$ cat src/rtl/moncfg_pkg.sv
package moncfg_pkg;

    // Control register layout; bit positions are decoded by the rest of the monitor
    typedef struct packed {
        logic init;      // 7: soft initialization trigger, self-clearing
        logic pwr_byp;   // 6: power bypass
        logic nmi_hi;    // 5: second interrupt active high
        logic rsv;       // 4: reserved
        logic int_clr;   // 3: interrupt clear
        logic nmi_en;    // 2: second interrupt enable
        logic smi_en;    // 1: first interrupt enable
        logic start;     // 0: run measurement loop
    } cfg_t;

    typedef enum logic [1:0] {
        RK_NONE = 2'd0,
        RK_SOFT = 2'd1,
        RK_FULL = 2'd2
    } rst_kind_e;

    localparam int ADR_CFG    = 'h00;
    localparam int ADR_CHIPID = 'h01;
    localparam int ADR_STAT1  = 'h02;
    localparam int ADR_STAT2  = 'h03;
    localparam int ADR_SMIM1  = 'h04;
    localparam int ADR_SMIM2  = 'h05;
    localparam int ADR_NMIM1  = 'h06;
    localparam int ADR_NMIM2  = 'h07;
    localparam int ADR_FANDIV = 'h08;
    localparam int ADR_SBADDR = 'h09;

    localparam logic [7:0] CFG_RST    = 8'h08;
    localparam logic [7:0] STAT_RST   = 8'h00;
    localparam logic [7:0] MASK_RST   = 8'hFF;
    localparam logic [7:0] FANDIV_RST = 8'h50;
    localparam logic [7:0] SBADDR_RST = 8'h2D;

    localparam int CHIPID_FULL_BIT = 5;
    localparam int CHIPID_TAG_BIT  = 6;

    // Trigger and reserved bits are never stored
    function automatic cfg_t cfg_store(input logic [7:0] d);
        cfg_t c;
        c      = cfg_t'(d);
        c.init = 1'b0;
        c.rsv  = 1'b0;
        return c;
    endfunction

    function automatic logic [7:0] chipid_word(input logic [3:0] rev);
        logic [7:0] w;
        w                 = {4'h0, rev};
        w[CHIPID_TAG_BIT] = 1'b1;
        return w;
    endfunction

endpackage

$ cat src/rtl/moncfg_strap_detect.sv
module moncfg_strap_detect #(
    parameter int SYNC_STAGES  = 2,
    parameter int STRAP_CYCLES = 10
) (
    input  logic clk,
    input  logic rst,
    input  logic rd_n_pin,
    input  logic wr_n_pin,
    input  logic cs_n_pin,
    output logic hit
);
    localparam int CNT_W = $clog2(STRAP_CYCLES + 1);
    localparam logic [CNT_W-1:0] CNT_LAST = CNT_W'(STRAP_CYCLES - 1);
    localparam logic [CNT_W-1:0] CNT_SAT  = CNT_W'(STRAP_CYCLES);

    logic [SYNC_STAGES-1:0] rd_sh, wr_sh, cs_sh;
    logic [CNT_W-1:0]       cnt;
    logic                   pattern;

    always_ff @(posedge clk) begin
        if (rst) begin
            rd_sh <= '1;
            wr_sh <= '1;
            cs_sh <= '0;
        end else begin
            rd_sh <= {rd_sh[SYNC_STAGES-2:0], rd_n_pin};
            wr_sh <= {wr_sh[SYNC_STAGES-2:0], wr_n_pin};
            cs_sh <= {cs_sh[SYNC_STAGES-2:0], cs_n_pin};
        end
    end

    assign pattern = !rd_sh[SYNC_STAGES-1] && !wr_sh[SYNC_STAGES-1] && cs_sh[SYNC_STAGES-1];

    // Counter saturates so one continuous hold fires only once
    always_ff @(posedge clk) begin
        if (rst || !pattern) begin
            cnt <= '0;
        end else if (cnt != CNT_SAT) begin
            cnt <= cnt + 1'b1;
        end
    end

    assign hit = pattern && (cnt == CNT_LAST);

endmodule

$ cat src/rtl/moncfg_reset_seq.sv
module moncfg_reset_seq
    import moncfg_pkg::*;
(
    input  logic      clk,
    input  logic      rst,
    input  logic      soft_req,
    input  logic      full_wr_req,
    input  logic      strap_hit,
    output logic      soft_pulse,
    output logic      full_pulse,
    output rst_kind_e kind
);
    logic full_req;

    assign full_req = full_wr_req || strap_hit;

    always_ff @(posedge clk) begin
        if (rst) begin
            soft_pulse <= 1'b0;
            full_pulse <= 1'b0;
        end else begin
            full_pulse <= full_req;
            soft_pulse <= soft_req && !full_req;
        end
    end

    always_comb begin
        if (full_pulse)      kind = RK_FULL;
        else if (soft_pulse) kind = RK_SOFT;
        else                 kind = RK_NONE;
    end

endmodule

$ cat src/rtl/moncfg_regfile.sv
module moncfg_regfile
    import moncfg_pkg::*;
#(
    parameter int         ADDR_W    = 6,
    parameter int         VAL_DEPTH = 16,
    parameter int         VAL_BASE  = 16,
    parameter logic [3:0] CHIP_REV  = 4'h3
) (
    input  logic              clk,
    input  logic              rst,
    input  rst_kind_e         kind,
    input  logic              acc_en,
    input  logic              acc_we,
    input  logic [ADDR_W-1:0] acc_addr,
    input  logic [7:0]        acc_wdata,
    output logic [7:0]        acc_rdata,
    input  logic [7:0]        evt1,
    input  logic [7:0]        evt2,
    output cfg_t              cfg,
    output logic              soft_req,
    output logic              full_wr_req
);
    localparam int VAL_AW  = $clog2(VAL_DEPTH);
    localparam int BANKS   = 2;
    localparam int PAGE_W  = ADDR_W - VAL_AW;
    localparam logic [PAGE_W-1:0] VAL_PAGE = PAGE_W'(VAL_BASE >> VAL_AW);

    logic [7:0] stat_q [BANKS];
    logic [7:0] smim_q [BANKS];
    logic [7:0] nmim_q [BANKS];
    logic [7:0] evt    [BANKS];
    logic [7:0] fandiv_q, sbaddr_q;
    logic [7:0] val_mem [VAL_DEPTH];
    logic       wr, val_hit;
    logic       wr_stat [BANKS];
    logic       wr_smim [BANKS];
    logic       wr_nmim [BANKS];
    logic       soft_clr, full_clr;

    assign evt[0]   = evt1;
    assign evt[1]   = evt2;
    assign wr       = acc_en && acc_we;
    assign val_hit  = acc_addr[ADDR_W-1:VAL_AW] == VAL_PAGE;
    assign full_clr = rst || (kind == RK_FULL);
    assign soft_clr = full_clr || (kind == RK_SOFT);

    assign soft_req    = wr && (acc_addr == ADDR_W'(ADR_CFG)) && acc_wdata[7];
    assign full_wr_req = wr && (acc_addr == ADDR_W'(ADR_CHIPID)) && acc_wdata[CHIPID_FULL_BIT];

    generate
        for (genvar b = 0; b < BANKS; b++) begin : g_bank
            assign wr_stat[b] = wr && (acc_addr == ADDR_W'(ADR_STAT1 + b));
            assign wr_smim[b] = wr && (acc_addr == ADDR_W'(ADR_SMIM1 + b));
            assign wr_nmim[b] = wr && (acc_addr == ADDR_W'(ADR_NMIM1 + b));

            always_ff @(posedge clk) begin
                if (soft_clr) begin
                    stat_q[b] <= STAT_RST;
                    smim_q[b] <= MASK_RST;
                    nmim_q[b] <= MASK_RST;
                end else begin
                    // write-one-to-clear, a new event wins
                    stat_q[b] <= (stat_q[b] & ~(wr_stat[b] ? acc_wdata : 8'h00)) | evt[b];
                    if (wr_smim[b]) smim_q[b] <= acc_wdata;
                    if (wr_nmim[b]) nmim_q[b] <= acc_wdata;
                end
            end
        end
    endgenerate

    always_ff @(posedge clk) begin
        if (soft_clr) begin
            cfg      <= cfg_t'(CFG_RST);
            fandiv_q <= FANDIV_RST;
        end else begin
            if (wr && acc_addr == ADDR_W'(ADR_CFG))    cfg      <= cfg_store(acc_wdata);
            if (wr && acc_addr == ADDR_W'(ADR_FANDIV)) fandiv_q <= acc_wdata;
        end
    end

    always_ff @(posedge clk) begin
        if (full_clr) begin
            sbaddr_q <= SBADDR_RST;
        end else if (wr && acc_addr == ADDR_W'(ADR_SBADDR)) begin
            sbaddr_q <= acc_wdata;
        end
    end

    // Results and limits: untouched by either reset tier
    always_ff @(posedge clk) begin
        if (wr && val_hit) val_mem[acc_addr[VAL_AW-1:0]] <= acc_wdata;
    end

    always_comb begin
        acc_rdata = 8'h00;
        if (val_hit) begin
            acc_rdata = val_mem[acc_addr[VAL_AW-1:0]];
        end else begin
            case (acc_addr)
                ADDR_W'(ADR_CFG):    acc_rdata = cfg;
                ADDR_W'(ADR_CHIPID): acc_rdata = chipid_word(CHIP_REV);
                ADDR_W'(ADR_STAT1):  acc_rdata = stat_q[0];
                ADDR_W'(ADR_STAT2):  acc_rdata = stat_q[1];
                ADDR_W'(ADR_SMIM1):  acc_rdata = smim_q[0];
                ADDR_W'(ADR_SMIM2):  acc_rdata = smim_q[1];
                ADDR_W'(ADR_NMIM1):  acc_rdata = nmim_q[0];
                ADDR_W'(ADR_NMIM2):  acc_rdata = nmim_q[1];
                ADDR_W'(ADR_FANDIV): acc_rdata = fandiv_q;
                ADDR_W'(ADR_SBADDR): acc_rdata = sbaddr_q;
                default:             acc_rdata = 8'h00;
            endcase
        end
    end

endmodule

$ cat src/rtl/moncfg_ctrl.sv
module moncfg_ctrl
    import moncfg_pkg::*;
#(
    parameter int         ADDR_W       = 6,
    parameter int         VAL_DEPTH    = 16,
    parameter int         VAL_BASE     = 16,
    parameter int         SYNC_STAGES  = 2,
    parameter int         STRAP_CYCLES = 10,
    parameter logic [3:0] CHIP_REV     = 4'h3
) (
    input  logic              clk,
    input  logic              rst,
    input  logic              bus_en,
    input  logic              bus_we,
    input  logic [ADDR_W-1:0] bus_addr,
    input  logic [7:0]        bus_wdata,
    output logic [7:0]        bus_rdata,
    input  logic              strb_rd_n,
    input  logic              strb_wr_n,
    input  logic              strb_cs_n,
    input  logic [7:0]        stat1_evt,
    input  logic [7:0]        stat2_evt,
    output logic              mon_run_o,
    output logic              smi_en_o,
    output logic              nmi_en_o,
    output logic              nmi_active_high_o,
    output logic              int_clear_o,
    output logic              pwr_bypass_n_o,
    output logic              soft_init_o,
    output logic              full_rst_o
);
    cfg_t      cfg;
    rst_kind_e kind;
    logic      soft_req, full_wr_req, strap_hit;

    moncfg_strap_detect #(
        .SYNC_STAGES (SYNC_STAGES),
        .STRAP_CYCLES(STRAP_CYCLES)
    ) u_strap (
        .clk     (clk),
        .rst     (rst),
        .rd_n_pin(strb_rd_n),
        .wr_n_pin(strb_wr_n),
        .cs_n_pin(strb_cs_n),
        .hit     (strap_hit)
    );

    moncfg_reset_seq u_seq (
        .clk        (clk),
        .rst        (rst),
        .soft_req   (soft_req),
        .full_wr_req(full_wr_req),
        .strap_hit  (strap_hit),
        .soft_pulse (soft_init_o),
        .full_pulse (full_rst_o),
        .kind       (kind)
    );

    moncfg_regfile #(
        .ADDR_W   (ADDR_W),
        .VAL_DEPTH(VAL_DEPTH),
        .VAL_BASE (VAL_BASE),
        .CHIP_REV (CHIP_REV)
    ) u_regs (
        .clk        (clk),
        .rst        (rst),
        .kind       (kind),
        .acc_en     (bus_en),
        .acc_we     (bus_we),
        .acc_addr   (bus_addr),
        .acc_wdata  (bus_wdata),
        .acc_rdata  (bus_rdata),
        .evt1       (stat1_evt),
        .evt2       (stat2_evt),
        .cfg        (cfg),
        .soft_req   (soft_req),
        .full_wr_req(full_wr_req)
    );

    assign mon_run_o         = cfg.start;
    assign smi_en_o          = cfg.smi_en;
    assign nmi_en_o          = cfg.nmi_en;
    assign nmi_active_high_o = cfg.nmi_hi;
    assign int_clear_o       = cfg.int_clr;
    assign pwr_bypass_n_o    = !cfg.pwr_byp;

endmodule

$ cat config.mk
export PLATFORM = sky130hd
export DESIGN_NAME = moncfg_ctrl
export DESIGN_NICKNAME = d
export VERILOG_FILES = /design/src/rtl/moncfg_pkg.sv /design/src/rtl/moncfg_strap_detect.sv /design/src/rtl/moncfg_reset_seq.sv /design/src/rtl/moncfg_regfile.sv /design/src/rtl/moncfg_ctrl.sv
export SDC_FILE = /design/constraint.sdc
export NUM_CORES = 1
export LEC_CHECK = 0
export ABC_AREA = 1
export BUFFER_PORTS_ARGS = -buffer_cell sky130_fd_sc_hd__buf_2
export CAP_MARGIN = 25
export CELL_PAD_IN_SITES_DETAIL_PLACEMENT = 0
export CELL_PAD_IN_SITES_GLOBAL_PLACEMENT = 2
export CORE_UTILIZATION = 42
export DETAILED_ROUTE_END_ITERATION = 10
export GPL_TIMING_DRIVEN = 1
export PLACE_DENSITY = 0.95
export SETUP_SLACK_MARGIN = 0.05
export SKIP_CTS_REPAIR_TIMING = 1
export SYNTH_ARGS = -nofsm -noshare
export SYNTH_HDL_FRONTEND = slang
export SYNTH_SLANG_ARGS = --single-unit
$ cat constraint.sdc
create_clock -name clk -period 4.1 [get_ports clk]
set_clock_uncertainty 0.1 [all_clocks]
set_input_delay 0.82 -clock clk [delete_from_list [all_inputs] [get_ports clk]]
set_output_delay 0.82 -clock clk [all_outputs]
set_load 0.01 [all_outputs]
==> summary.md <==
| Metric | Value |
|---|---|
| Leak Pwr | 4.37 nW |
| Rows | 53 |
| Count of cell types in the netlist | 32 |
| Vias in the first global route | 6513 |
| Initial antenna violation count | 0 |
| Initial Util | 43.4% |
| Die area | 0.0227 mm² |
| Critical Path Source | bus_addr[3] |
| Post-placement cell count | 1296 |
| IO buf count | 52 |
| Netlist Area Pre-Place | 0.00927 mm² |
| Syn Inst Count | 987 |
| GRT Overall Usage | 22.9% |
| Final WS setup | 0.742 ns |
| Crit path top cell by count | nand2_1 |
| Startpoint types | input port |
| WS Path Type | in -> out |
| Fin crit share | 81.9% |
| Hold crit path type | reg -> reg |
| Max Freq | 298 MHz |
| Antenna-violating nets left | 0 |
| Largest net degree at the start of global routing | 66 |
| Max Cap Viol | 0 |
| IO Pins | 53 |
| Detailed placement HPWL | 16.4 mm |
| Root buffer cell | clkbuf_16 |
| Nets | 1086 |
| Setup TNS | 0 ns |
| Final hold viol count | 0 |
| Core Box Area | 0.0214 mm² |
| CTS sink cnt | 210 |
| CP max stage delay | 0.40 ns |
| #FFs+latches synth | 210 |
| Total grt overflow | 0 |
| # diodes | 0 |
| Drt first pass iters | 8 |
| Critical path cell sequence | buf_2 > inv_1 > nor2_4 > inv_1 > nor2_1 > nand2_1 > and2_1 > nand2_1 > nor2_1 > nand2_1 > buf_2 |
| Crit-path max FO | 19 |
| DRC violation total after the first TritonRoute iteration | 623 |
| Final core occ | 49.1% |
| DR vias | 6864 |
| CTS tree | done |
| Syn_area_per_cell | 9.39 µm² |
| Residual DRC | 0 |
| VDD IR max | 0.000282 V |
| Maximum buffer depth of the clock tree | 3 |
| Final Slew Violations | 0 |
| Worst-Margin Slew | 0.938 ns |
| First-pass GRT wire length | 38.3 mm |
| Seq/Total Area, Yosys | 62.6% |
| R2r startpoint | u_seq.full_pulse$_SDFF_PP0_ |
| Max stage delay cell, worst path | nor2_4 |
| RSZ-0062 raised after global routing | no |
| CP arrival | 2.44 ns |
| Critical Path RT | 3.18 ns |
| Share of cells above drive strength 1 | 12.7% |
| Final setup viols | 0 |
| Detailed-route wire length per cell | 18.5 µm |
| Routed WL | 24.7 mm |
| Post-layout minimum cycle time | 3.36 ns |
| Mapped Nets | 1027 |
| Hold_sp | u_strap.cs_sh[0]$_SDFF_PP0_ |
| GP Congestion | 0.856 |
| Area grow syn2layout | 13.1% |
| Die W | 151 µm |
| TritonCTS Buffers | 23 |
| Status | finished, final reports clean |
| DIE HEIGHT | 151 µm |
| Via density | 5.15 |
| Clk slew on worst S/H paths | 0.05 ns |
| Placement Setup Slack | 0.745 ns |
| Layout Cells excl Fill | 1334 |
| Skew-Pair Late Insertion Delay | 0.50 ns |
| Kind of end point of the critical path | primary output |
| PwrDens | 428 mW/mm² |
| Max_slew headroom | 37.2% |
| Warnings, synthesis | 0 |
| H-tree Lvls | 1 |
-- path summary, 6_finish.rpt --
kind / depth (start not counted) / endpoint / slack, ns
worst max-delay path: 11 / bus_rdata[1] / 0.74
worst min-delay path: 2 / u_strap.cs_sh[1]$_SDFF_PP0_ / 0.30
worst max register to register: 6 / u_regs.nmim_q[1][1]$_SDFFCE_PN1P_ / 2.30
worst min register to register: 2 / u_strap.cs_sh[1]$_SDFF_PP0_ / 0.30
-- critical path, delay by kind of cell --
kind | cells | cell delay (ns)
and+or+nand+nor | 7 | 1.09
buffers and inverters | 4 | 0.52
-- flip-flops by register name, indices dropped and copies added, names as in the netlist --
register / count
u_regs.cfg: 6
u_regs.fandiv_q: 8
u_regs.nmim_q: 16
u_regs.sbaddr_q: 8
u_regs.smim_q: 16
u_regs.stat_q: 16
u_regs.val_mem: 128
u_seq.full_pulse: 1
u_seq.soft_pulse: 1
u_strap.cnt: 4
u_strap.cs_sh: 2
u_strap.rd_sh: 2
u_strap.wr_sh: 2
-- synthesized netlist by cell type --
master    count  area share, %
nor3_4        4           0.70
nor2_2        5           0.34
nor2_8        1           0.22
buf_6         5           0.61
edfxtp_1    160             52
and2_0        1          0.068
clkbuf_1     10           0.40
and2_1        1          0.068
buf_2        12           0.65
o21ai_0      23            1.2
nand2_2       2           0.13
nor2_1       66            2.7
o211ai_1      7           0.57
nor2_4        6           0.73
dfxtp_1      50             11
a211oi_2      1           0.13
ha_1          3           0.40
buf_1         3           0.12
nand4_1      34            2.3
nor3b_1       1          0.081
inv_2         5           0.20
nand3_2       4           0.43
o21ai_1      12           0.65
nor4_1        1          0.068
or2_2         4           0.27
nand3_1      31            1.7
buf_4        11           0.89
nand2_1     444             18
a211oi_1      2           0.16
nor3_1        2           0.11
inv_1        44            1.8
a21oi_1      32            1.7
-- per-layer routing --
layer  global-route usage, %  routed length, µm  up-vias  part of all wire [%]
met5                       0                  0        -                     0
met4                    7.27                645        0                   2.6
met3                    3.27               1340       38                   5.4
met2                    38.1              11900      209                    48
met1                    30.6              10900     3227                    44
li1                        -                  -     3390                     -
-- layout by cell type, fill, tap and decap left out, drive strengths merged --
cell / synthesis / routed
bufinv: 0 / 1
nand2: 446 / 446
ha: 3 / 3
a21oi: 32 / 32
and2: 2 / 2
clkbuf: 10 / 27
buf: 31 / 75
nor4: 1 / 1
nor3: 6 / 6
clkinv: 0 / 10
nand3: 35 / 35
o211ai: 7 / 7
edfxtp: 160 / 160
nand4: 34 / 34
nor3b: 1 / 1
a211oi: 3 / 3
dfxtp: 50 / 50
inv: 49 / 49
o21ai: 35 / 35
nor2: 78 / 78
or2: 4 / 4
-- cell families after synthesis --
group           synth area share, %
buf+inv                        4.66
compound gates                 4.48
flops                          62.6
fa+ha+maj                     0.405
simple gates                   27.8
-- report_power, final --
part / internal [mW] / switching, mW
clock: 1.08 / 0.797
combinational: 0.0779 / 0.221
sequential: 2.31 / 0.0108
total: 3.46 / 1.03
-- cell type report --
class / count / area (µm²)
clock buffers: 27 / 591
clock inverters: 11 / 70.1
fillers: 2050 / 10900
inverters: 49 / 184
multi-input cells: 687 / 3040
flip-flops and latches: 210 / 5810
well taps: 275 / 344
repair buffers: 75 / 445
-- metrics by stage --
stage | hold WS, ns | cell area, µm² | power [mW]
after global placement | 0.293 | 9820 | 2.66
final | 0.303 | 10500 | 4.49
after global routing | 0.324 | 10500 | 4.64
after detailed placement | 0.297 | 9820 | 2.66
after CTS | 0.305 | 10500 | 4.52
after floorplan | 0.288 | 9270 | 2.54
Note: power is estimated with default switching activity, not from simulation.
